**src/rtl/irq_prio_pkg.sv**
```systemverilog
package irq_prio_pkg;

  // Reset value of the control byte of source s.
  function automatic logic [7:0] ctrl_reset(input int s);
    if (s >= 1 && s <= 7) return 8'(s * 4);
    else if (s == 8) return 8'h1C;
    else if (s >= 9 && s <= 11) return 8'h80;
    else return 8'h00;
  endfunction

  // Autovector number for a level.
  function automatic logic [7:0] autovec(input logic [7:0] base, input logic [2:0] lvl);
    return base + {5'd0, lvl};
  endfunction

endpackage

```
**src/rtl/irq_regs.sv**
```systemverilog
module irq_regs
  import irq_prio_pkg::*;
#(
  parameter int NSRC = 13,
  parameter int AW = 9,
  parameter int DW = 16,
  parameter int CTRL_BASE = 'h14,
  parameter int ADDR_MASK = 'h36,
  parameter int ADDR_PEND = 'h3A,
  parameter int ADDR_WDV = 'h42,
  parameter int ADDR_UV0 = 'h170,
  parameter int ADDR_UV1 = 'h1B0,
  parameter logic [DW-1:0] MASK_RST = 'h3FFE
) (
  input  logic                 clk,
  input  logic                 rst,
  input  logic [NSRC:1]        irq_req,
  input  logic [AW-1:0]        bus_addr,
  input  logic                 bus_we,
  input  logic [DW-1:0]        bus_wdata,
  output logic [DW-1:0]        bus_rdata,
  output logic [NSRC:1]        pend_q,
  output logic [DW-1:0]        mask_q,
  output logic [NSRC:1][7:0]   ctrl_q,
  output logic [7:0]           wdv_q,
  output logic [7:0]           uv0_q,
  output logic [7:0]           uv1_q
);

  always_ff @(posedge clk) begin
    if (rst) pend_q <= '0;
    else     pend_q <= irq_req;
  end

  always_ff @(posedge clk) begin
    if (rst) begin
      mask_q <= MASK_RST;
      wdv_q  <= 8'h0F;
      uv0_q  <= 8'h0F;
      uv1_q  <= 8'h0F;
      for (int s = 1; s <= NSRC; s++) ctrl_q[s] <= ctrl_reset(s);
    end else if (bus_we) begin
      if (bus_addr == AW'(ADDR_MASK)) mask_q <= bus_wdata;
      if (bus_addr == AW'(ADDR_WDV))  wdv_q  <= bus_wdata[7:0];
      if (bus_addr == AW'(ADDR_UV0))  uv0_q  <= bus_wdata[7:0];
      if (bus_addr == AW'(ADDR_UV1))  uv1_q  <= bus_wdata[7:0];
      for (int s = 1; s <= NSRC; s++)
        if (bus_addr == AW'(CTRL_BASE + s - 1)) ctrl_q[s] <= bus_wdata[7:0];
    end
  end

  always_comb begin
    bus_rdata = '0;
    if (bus_addr == AW'(ADDR_MASK)) bus_rdata = mask_q;
    if (bus_addr == AW'(ADDR_PEND)) bus_rdata[NSRC:0] = {pend_q, 1'b0};
    if (bus_addr == AW'(ADDR_WDV))  bus_rdata[7:0] = wdv_q;
    if (bus_addr == AW'(ADDR_UV0))  bus_rdata[7:0] = uv0_q;
    if (bus_addr == AW'(ADDR_UV1))  bus_rdata[7:0] = uv1_q;
    for (int s = 1; s <= NSRC; s++)
      if (bus_addr == AW'(CTRL_BASE + s - 1)) bus_rdata[7:0] = ctrl_q[s];
  end

endmodule

```
**src/rtl/irq_arbiter.sv**
```systemverilog
module irq_arbiter #(
  parameter int NSRC = 13,
  parameter int IW = 4,
  parameter int MIN_CODE = 4
) (
  input  logic [NSRC:1]      pend,
  input  logic [NSRC:1]      mask,
  input  logic [NSRC:1][7:0] ctrl,
  output logic               win_valid,
  output logic [IW-1:0]      win_idx,
  output logic [4:0]         win_code,
  output logic [7:0]         win_ctrl
);

  // Ascending scan, strictly-larger replacement: ties keep the lower index.
  always_comb begin
    win_idx  = '0;
    win_code = '0;
    win_ctrl = '0;
    for (int s = 1; s <= NSRC; s++) begin
      if (pend[s] && !mask[s] && (ctrl[s][4:0] > win_code)) begin
        win_idx  = IW'(s);
        win_code = ctrl[s][4:0];
        win_ctrl = ctrl[s];
      end
    end
    win_valid = (win_code >= 5'(MIN_CODE));
  end

endmodule

```
**src/rtl/irq_vecgen.sv**
```systemverilog
module irq_vecgen
  import irq_prio_pkg::*;
#(
  parameter int IW = 4,
  parameter int SRC_WDOG = 8,
  parameter int SRC_UART0 = 12,
  parameter int SRC_UART1 = 13,
  parameter logic [7:0] AUTOVEC_BASE = 8'd24,
  parameter logic [7:0] UNKNOWN_VEC = 8'h0F
) (
  input  logic          win_valid,
  input  logic [IW-1:0] win_idx,
  input  logic          win_auto,
  input  logic [2:0]    win_lvl,
  input  logic [7:0]    wdv,
  input  logic [7:0]    uv0,
  input  logic [7:0]    uv1,
  output logic [2:0]    nxt_level,
  output logic [7:0]    nxt_vec
);

  always_comb begin
    nxt_level = '0;
    nxt_vec   = '0;
    if (win_valid) begin
      nxt_level = win_lvl;
      if (win_auto)                       nxt_vec = autovec(AUTOVEC_BASE, win_lvl);
      else if (win_idx == IW'(SRC_WDOG))  nxt_vec = wdv;
      else if (win_idx == IW'(SRC_UART0)) nxt_vec = uv0;
      else if (win_idx == IW'(SRC_UART1)) nxt_vec = uv1;
      else                                nxt_vec = UNKNOWN_VEC;
    end
  end

endmodule

```
**src/rtl/irq_prio_ctrl.sv**
```systemverilog
module irq_prio_ctrl #(
  parameter int NSRC = 13,
  parameter int AW = 9,
  parameter int DW = 16,
  parameter logic [7:0] AUTOVEC_BASE = 8'd24
) (
  input  logic            clk,
  input  logic            rst,
  input  logic [NSRC:1]   irq_req,
  input  logic [AW-1:0]   bus_addr,
  input  logic            bus_we,
  input  logic [DW-1:0]   bus_wdata,
  output logic [DW-1:0]   bus_rdata,
  output logic [2:0]      irq_level,
  output logic [7:0]      irq_vec
);

  localparam int IW = $clog2(NSRC + 1);

  logic [NSRC:1]      pend_q;
  logic [DW-1:0]      mask_q;
  logic [NSRC:1][7:0] ctrl_q;
  logic [7:0]         wdv_q, uv0_q, uv1_q;
  logic               win_valid;
  logic [IW-1:0]      win_idx;
  logic [4:0]         win_code;
  logic [7:0]         win_ctrl;
  logic [2:0]         nxt_level;
  logic [7:0]         nxt_vec;

  irq_regs #(.NSRC(NSRC), .AW(AW), .DW(DW)) u_regs (
    .clk(clk), .rst(rst), .irq_req(irq_req),
    .bus_addr(bus_addr), .bus_we(bus_we), .bus_wdata(bus_wdata), .bus_rdata(bus_rdata),
    .pend_q(pend_q), .mask_q(mask_q), .ctrl_q(ctrl_q),
    .wdv_q(wdv_q), .uv0_q(uv0_q), .uv1_q(uv1_q)
  );

  irq_arbiter #(.NSRC(NSRC), .IW(IW)) u_arb (
    .pend(pend_q), .mask(mask_q[NSRC:1]), .ctrl(ctrl_q),
    .win_valid(win_valid), .win_idx(win_idx), .win_code(win_code), .win_ctrl(win_ctrl)
  );

  irq_vecgen #(.IW(IW), .AUTOVEC_BASE(AUTOVEC_BASE)) u_vec (
    .win_valid(win_valid), .win_idx(win_idx),
    .win_auto(win_ctrl[7]), .win_lvl(win_ctrl[4:2]),
    .wdv(wdv_q), .uv0(uv0_q), .uv1(uv1_q),
    .nxt_level(nxt_level), .nxt_vec(nxt_vec)
  );

  always_ff @(posedge clk) begin
    if (rst) begin
      irq_level <= '0;
      irq_vec   <= '0;
    end else begin
      irq_level <= nxt_level;
      irq_vec   <= nxt_vec;
    end
  end

endmodule

```
**config.mk**
```make
export PLATFORM = sky130hd
export DESIGN_NAME = irq_prio_ctrl
export DESIGN_NICKNAME = d
export VERILOG_FILES = /design/src/rtl/irq_prio_pkg.sv /design/src/rtl/irq_regs.sv /design/src/rtl/irq_arbiter.sv /design/src/rtl/irq_vecgen.sv /design/src/rtl/irq_prio_ctrl.sv
export SDC_FILE = /design/constraint.sdc
export NUM_CORES = 1
export LEC_CHECK = 0
export BUFFER_PORTS_ARGS = -buffer_cell sky130_fd_sc_hd__buf_2
export CAP_MARGIN = 20
export CORE_MARGIN = 1.5
export CORE_UTILIZATION = 54
export DETAILED_ROUTE_END_ITERATION = 10
export GPL_ROUTABILITY_DRIVEN = 1
export HOLD_SLACK_MARGIN = 0.02
export PLACE_DENSITY = 0.72
export SLEW_MARGIN = 10
export SYNTH_ARGS = -nofsm -noshare
export SYNTH_HDL_FRONTEND = slang
export SYNTH_SLANG_ARGS = --single-unit
```
**constraint.sdc**
```tcl
create_clock -name clk -period 23.4 [get_ports clk]
set_input_delay 4.68 -clock clk [delete_from_list [all_inputs] [get_ports clk]]
set_output_delay 4.68 -clock clk [all_outputs]
set_load 0.05 [all_outputs]
```
## After elaboration in Yosys (flattened, before gate mapping)

Cells that the tools add are included.

- Bits in registers: 168
- Input port bits: 41
- Output and inout bits: 27
- Logic and storage cells: 175

- Add/subtract/negate cells: 1
- Order comparisons: 14
- Eq/ne operators: 21
- Mux-type cells: 61
- Bitwise gates (word level): 1
- Reduce and logical (&&, ||, !) cells: 57

Operator list:

| cell | count |
|---|---|
| 8-bit two-way mux | 33 |
| 9-bit by 5-bit == test with 1-bit output, second input constant | 12 |
| 5-bit two-way mux | 13 |
| 5-bit greater-than comparator | 12 |
| 2-bit AND reduction | 17 |
| 9-bit by 6-bit == test with 1-bit output, second input constant | 3 |
| 1-bit logical AND | 26 |
| 4-bit two-way mux | 6 |
| 9-bit == test, second input constant | 2 |
| 16-bit two-way mux | 1 |
| 14-bit two-way mux | 1 |
| 1-bit logical NOT | 13 |
| 4-bit == test, second input constant | 3 |
| 3-bit two-way mux | 4 |
| 9-bit by 7-bit == test with 1-bit output, second input constant | 1 |
| 5-bit by 3-bit adder with 6-bit output, first input constant | 1 |
| 5-bit by 3-bit greater-or-equal comparator with 1-bit output, second input constant | 1 |
| 5-bit by 1-bit greater-than comparator with 1-bit output, second input constant | 1 |
| 2-bit two-way mux | 2 |
| 2-bit OR reduction | 1 |
| 1-bit two-way mux | 1 |
| 1-bit NOT | 1 |

## Depth between registers and ports, before layout

- Depth after elaboration: 45
- Depth in mapped cells: 118
- Depth with buffers taken out: 113

## Cells and area by module

From an unflattened synthesis, not the netlist that was laid out.

- Cell total of the unflattened synthesis: 1541
- Area, all modules: 12380.6 um2

By module, submodules not included:

| module | instances | cells each | area an instance (um2) | sequential area each (um2) |
|---|---|---|---|---|
| irq_regs | 1 | 858 | 7390.8 | 3143.0 |
| irq_arbiter | 1 | 617 | 4350.4 | 0.0 |
| irq_prio_ctrl | 1 | 23 | 337.8 | 220.2 |
| irq_vecgen | 1 | 43 | 301.5 | 0.0 |

## Least setup slack after synthesis

Ideal clock, no wire load.

- Path kind: register to register
- Start: register u_regs.pend_q[1] in the netlist's numbering
- End: register irq_vec[0]
- Library setup time: 79 ps
- Data arrival time: 20036 ps
- Data required time: 23321 ps
- Slack: 3285 ps
- Cell stages (with the launch flop): 109
- Buffers on the path: 7
- Period minus slack after synthesis: 20115 ps
- Path through: dfxtp_1 > nor2b_1 > nand2_1 > ha_1 > and3_4 > a311oi_2 > o21a_1 > buf_2 > nand2_1 > o21ai_0 > inv_1 > ha_1 > and3_1 > a311o_1 > a31o_1 > buf_6 > mux2i_1 > ha_1 > [... 73 more ...] > nor4b_1 > clkbuf_1 > nand2_1 > o21a_1 > ha_1 > nor2b_1 > o21a_1 > o21a_1 > o21ai_0 > nand2b_1 > nand4b_1 > clkbuf_1 > nand2_1 > o22ai_1 > a21oi_1 > buf_2 > a211o_1 > a22oi_1

- Longest elaborated chain between the ends: 44
- Elaborated cells on any way between the ends: 76
- Classes of those cells: add/sub (1); order compare (13); eq/ne (3); mux (43); bitwise (1); reduce/logical (15)

Ends and longest elaborated chain:

| item | line | text |
|---|---|---|
| start, declared | irq_regs.sv:22 | `output logic [NSRC:1] pend_q,` |
| start signal, assigned | irq_regs.sv:32 | `else pend_q <= irq_req;` |
| 1-bit logical AND * (2 in a row) | irq_arbiter.sv:21 | `if (pend[s] && !mask[s] && (ctrl[s][4:0] > win_code)) begin` |
| 5-bit two-way mux | irq_arbiter.sv:21 |  |
| 5-bit greater-than comparator | irq_arbiter.sv:21 |  |
| 1-bit logical AND | irq_arbiter.sv:21 |  |
| 5-bit two-way mux | irq_arbiter.sv:21 |  |
| 5-bit greater-than comparator | irq_arbiter.sv:21 |  |
| 1-bit logical AND | irq_arbiter.sv:21 |  |
| 5-bit two-way mux | irq_arbiter.sv:21 |  |
| [... 27 more ...] | -- |  |
| 5-bit greater-than comparator | irq_arbiter.sv:21 |  |
| 1-bit logical AND | irq_arbiter.sv:21 |  |
| 4-bit two-way mux | irq_arbiter.sv:21 |  |
| 4-bit == test | irq_vecgen.sv:30 | `else if (win_idx == IW'(SRC_UART1)) nxt_vec = uv1;` |
| 8-bit two-way mux | irq_vecgen.sv:30 |  |
| 8-bit two-way mux | irq_vecgen.sv:29 | `else if (win_idx == IW'(SRC_UART0)) nxt_vec = uv0;` |
| 8-bit two-way mux | irq_vecgen.sv:28 | `else if (win_idx == IW'(SRC_WDOG)) nxt_vec = wdv;` |
| 8-bit two-way mux | irq_vecgen.sv:27 | `if (win_auto) nxt_vec = autovec(AUTOVEC_BASE, win_lvl);` |
| end signal, assigned | irq_prio_ctrl.sv:56 | `irq_vec <= nxt_vec;` |
| end, declared | irq_prio_ctrl.sv:15 | `output logic [7:0] irq_vec` |

Mark *: on every way between the ends. The rest lies on a longest branch, timed or not.
A chain may end at the register's enable or synchronous reset.

## Final worst setup path

Ends and elaborated chain as after synthesis.

==> results_dict.tcl <==
set metrics [dict create \
    status "completed" \
    setup_slack_ns 1.472 \
    slowest_stage "o211a_1" \
    synth_top_flop_cell "dfxtp_1" \
    syn_inst 1376 \
    slowest_delay_ns 0.42 \
    antenna_left 0 \
    grt_max_degree 106 \
    slew_headroom_pct 34.44 \
    die-area_um2 20160 \
    grt_pass1_vias 9733 \
    critPathCapture "irq_vec[0]" \
    io_pins 68 \
    arrival_ns 22.22 \
    clock-root-buffer "clkbuf_16" \
    drive_above_1_share_pct 13.33 \
    core_area_um2 18830 \
    irDropWorstVdd_v 0.00005169 \
    startpoint "u_regs.pend_q[1]" \
    setup_viol 0 \
    die_w_um 142.0 \
    regArea_um2 3363 \
    endpoint_kind "flop" \
    yosys_warnings 0 \
    cts.clk_slew.worst_paths_ns 0.07 \
    cts.sinks 168 \
    critical_path_class "flop to flop" \
    vias 10704 \
    fin_util_pct 61.73 \
    num_rows 50 \
    synth_edf_count 0 \
    period_needed_ns 21.93 \
    clkLatencyLatePin_ns 0.44 \
    synthesis.area_um2 10430 \
    yosysSeqAreaShare_pct 32.25 \
    reg2regPathDepth 109 \
    hp-start "u_regs.mask_q[14]" \
    io_buffer_count 67 \
    start_util_pct 55.39 \
    nNetsFinal 1483 \
    drv_cap 0 \
    reg2reg_to "irq_vec[0]" \
    crit_top_cell "ha_1" \
    hold_path_class "flop to flop" \
    grt_usage_pct 33.54 \
    drtIter0Drc 1322 \
    wl_per_cell_um 20.23 \
    fin_crit_sh_pct 93.71 \
    r2r_slack_ns 1.47 \
    worstPathRequired_ns 23.70 \
    cts_buffers 17 \
    synth_fp_nets 1461 \
    cts_htree_levels 4 \
    fill_cells 1696 \
    antenna_found_initial 0 \
    cts_tree "yes" \
    dp_slack_ns 1.017 \
    fmax_mhz 45.60 \
    syn_area_per_cell_um2 7.580 \
    fp.dieH_um 142.0 \
    diodes 0 \
    firstDrtPassIters 7 \
    fin_skew_ns 0.007303 \
    dp.cells 1631 \
    hold_viol_final 0 \
    area_growth_syn_to_layout_pct 11.46 \
    post-route-drc-count 0 \
    grt_pass1_wl_um 52720 \
    ys_types 93 \
    dp_hpwl_um 23500 \
    design_area_um2 11620 \
    drt_wl_total_um 33780 \
    async_reset_ff_share_pct 0 \
    overflow 0 \
    multi_input_area_um2 6544 \
    crit_path_start_kind "flop" \
    finalMaxSlewViolations 0 \
    post_dp_cell_area_um2 10890 \
    power_density_nw_per_um2 52.83 \
    worstMarginPinSlew_ns 0.9760 \
    power.leakage_nw 4.409 \
    worstReg2RegStart "u_regs.pend_q[1]" \
    crit_path_max_fanout 14 \
    place_congestion 0.9513 \
    synth_seq_cells 168 \
    final_cells 1670 \
    viasPerCell 6.410 \
    clk_path_buf_depth 2 \
]
[timing repair]
item | in CTS | in global routing
setup buffers | 0 | 6
endpoints found under the setup margin | 0 | 11
hold buffers | 0 | 0
resized for setup | 0 | 8
[cells by family (layout without fill, tap and decap cells)]
logic type / after synthesis / after routing / synth area share [%]
xor+xnor: 9 / 9 / 0.8278
fa+ha+maj: 48 / 48 / 5.698
flops: 168 / 168 / 32.25
simple gates: 610 / 610 / 27.57
buf+inv: 150 / 184 / 5.650
mux: 39 / 39 / 4.271
compound gates: 352 / 352 / 23.74
[cell usage after synthesis (5+ instances only)]
cell type | instances | share of area, %
a31o_2 | 5 | 0.42
nor2_1 | 53 | 1.9
nor4_1 | 5 | 0.30
o21ai_0 | 32 | 1.5
nand2_1 | 263 | 9.5
a22o_1 | 8 | 0.67
mux2i_1 | 21 | 2.0
nor2b_1 | 30 | 1.8
dfxtp_1 | 168 | 32
clkbuf_1 | 80 | 2.9
xnor2_1 | 6 | 0.50
or2_2 | 5 | 0.30
ha_1 | 44 | 5.3
nand4_1 | 12 | 0.72
o21a_1 | 11 | 0.79
a222oi_1 | 18 | 1.7
o2111ai_1 | 5 | 0.42
nand3_1 | 159 | 7.6
a211oi_1 | 14 | 1.0
a21o_1 | 5 | 0.36
a221oi_1 | 5 | 0.42
o22ai_1 | 7 | 0.42
mux2_2 | 13 | 1.4
nand2b_1 | 13 | 0.78
o211ai_1 | 12 | 0.86
a21oi_1 | 133 | 6.4
nor3_1 | 17 | 0.82
and3_1 | 10 | 0.60
inv_1 | 60 | 2.2
a31oi_1 | 8 | 0.48
and2_1 | 17 | 1.0
a22oi_1 | 32 | 2.3
[layout make-up]
cell class	instances	area share, %
multi-input combinational	1058	56.29
sequential	168	28.93
timing repair buffer	92	4.714
clock buffer	17	3.659
tap	260	2.798
inverter	61	1.970
clock inverter	14	1.636
[registers in the layout, summed over array words and instances, names as in the netlist]
name and cells:
u_regs.ctrl_q 104, u_regs.mask_q 16, u_regs.pend_q 13, irq_vec 8, u_regs.uv0_q 8, u_regs.uv1_q 8
u_regs.wdv_q 8, irq_level 3
[cells in the final DEF, fill, tap and decap left out, types with 6 or more instances in the layout]
master     count
mux2_2        13
and3_1        10
and2_1        17
nor2_1        52
inv_1         60
xnor2_1        6
a21oi_1      132
buf_2         65
clkbuf_16     17
ha_1          44
o21a_1        10
o22ai_1        7
buf_4         26
a211oi_1      13
nand4_1       12
nor3_1        15
a31oi_1        8
o211ai_1      12
a222oi_1      18
nand2b_1      13
mux2i_1       21
a22oi_1       32
nand3_1      159
o21ai_0       32
nor2b_1       30
a22o_1         8
nand2_1      263
dfxtp_1      168
[routing by layer]
layer	wire, um	vias up	share of wire [%]	global-route usage [%]
li1	-	5015	-	-
met5	0	-	0	0
met4	1149	0	3.4	13.56
met2	15360	586	45	52.66
met1	14050	5015	42	45.81
met3	3211	88	9.5	5.720
[worst max-delay path, delay by kind of cell (launching register included)]
family | cells | cell delay (ns)
multiplexers | 4 | 1.16
flip-flops | 1 | 0.34
AO/OA/AOI/OAI | 48 | 10.07
adder cells (fa/ha/maj) | 14 | 3.95
AND/OR/NAND/NOR | 32 | 5.12
buffers and inverters | 11 | 1.11
[power breakdown]
part           switching, W  internal, W
clock network      0.000128     0.000171
registers        0.00000136     0.000287
logic             0.0000203   0.00000621
[stage by stage]
step / hold slack, ns / power (W) / setup TNS [ns]
4_1_cts: 0.4521 / 0.0006131 / 0
5_1_grt: 0.4664 / 0.0006267 / -0.2127
3_5_place_dp: 0.4445 / 0.0003199 / 0
2_1_floorplan: 0.4316 / 0.0003096 / 0
3_3_place_gp: 0.4373 / 0.0003197 / 0
6_report: 0.4511 / 0.0006141 / 0
[worst min path at each step]
| stage | end | cells past startpoint | slack [ns] |
|---|---|---|---|
| 6_report | u_regs.mask_q[14] | 2 | 0.45 |
| 5_1_grt | u_regs.ctrl_q[45] | 2 | 0.47 |
| 4_1_cts | u_regs.mask_q[14] | 2 | 0.45 |
| 3_5_place_dp | u_regs.mask_q[14] | 2 | 0.44 |
| 3_3_place_gp | u_regs.mask_q[15] | 2 | 0.44 |
| 2_1_floorplan | u_regs.ctrl_q[102] | 2 | 0.43 |
Note: power is estimated with default switching activity, not from simulation.
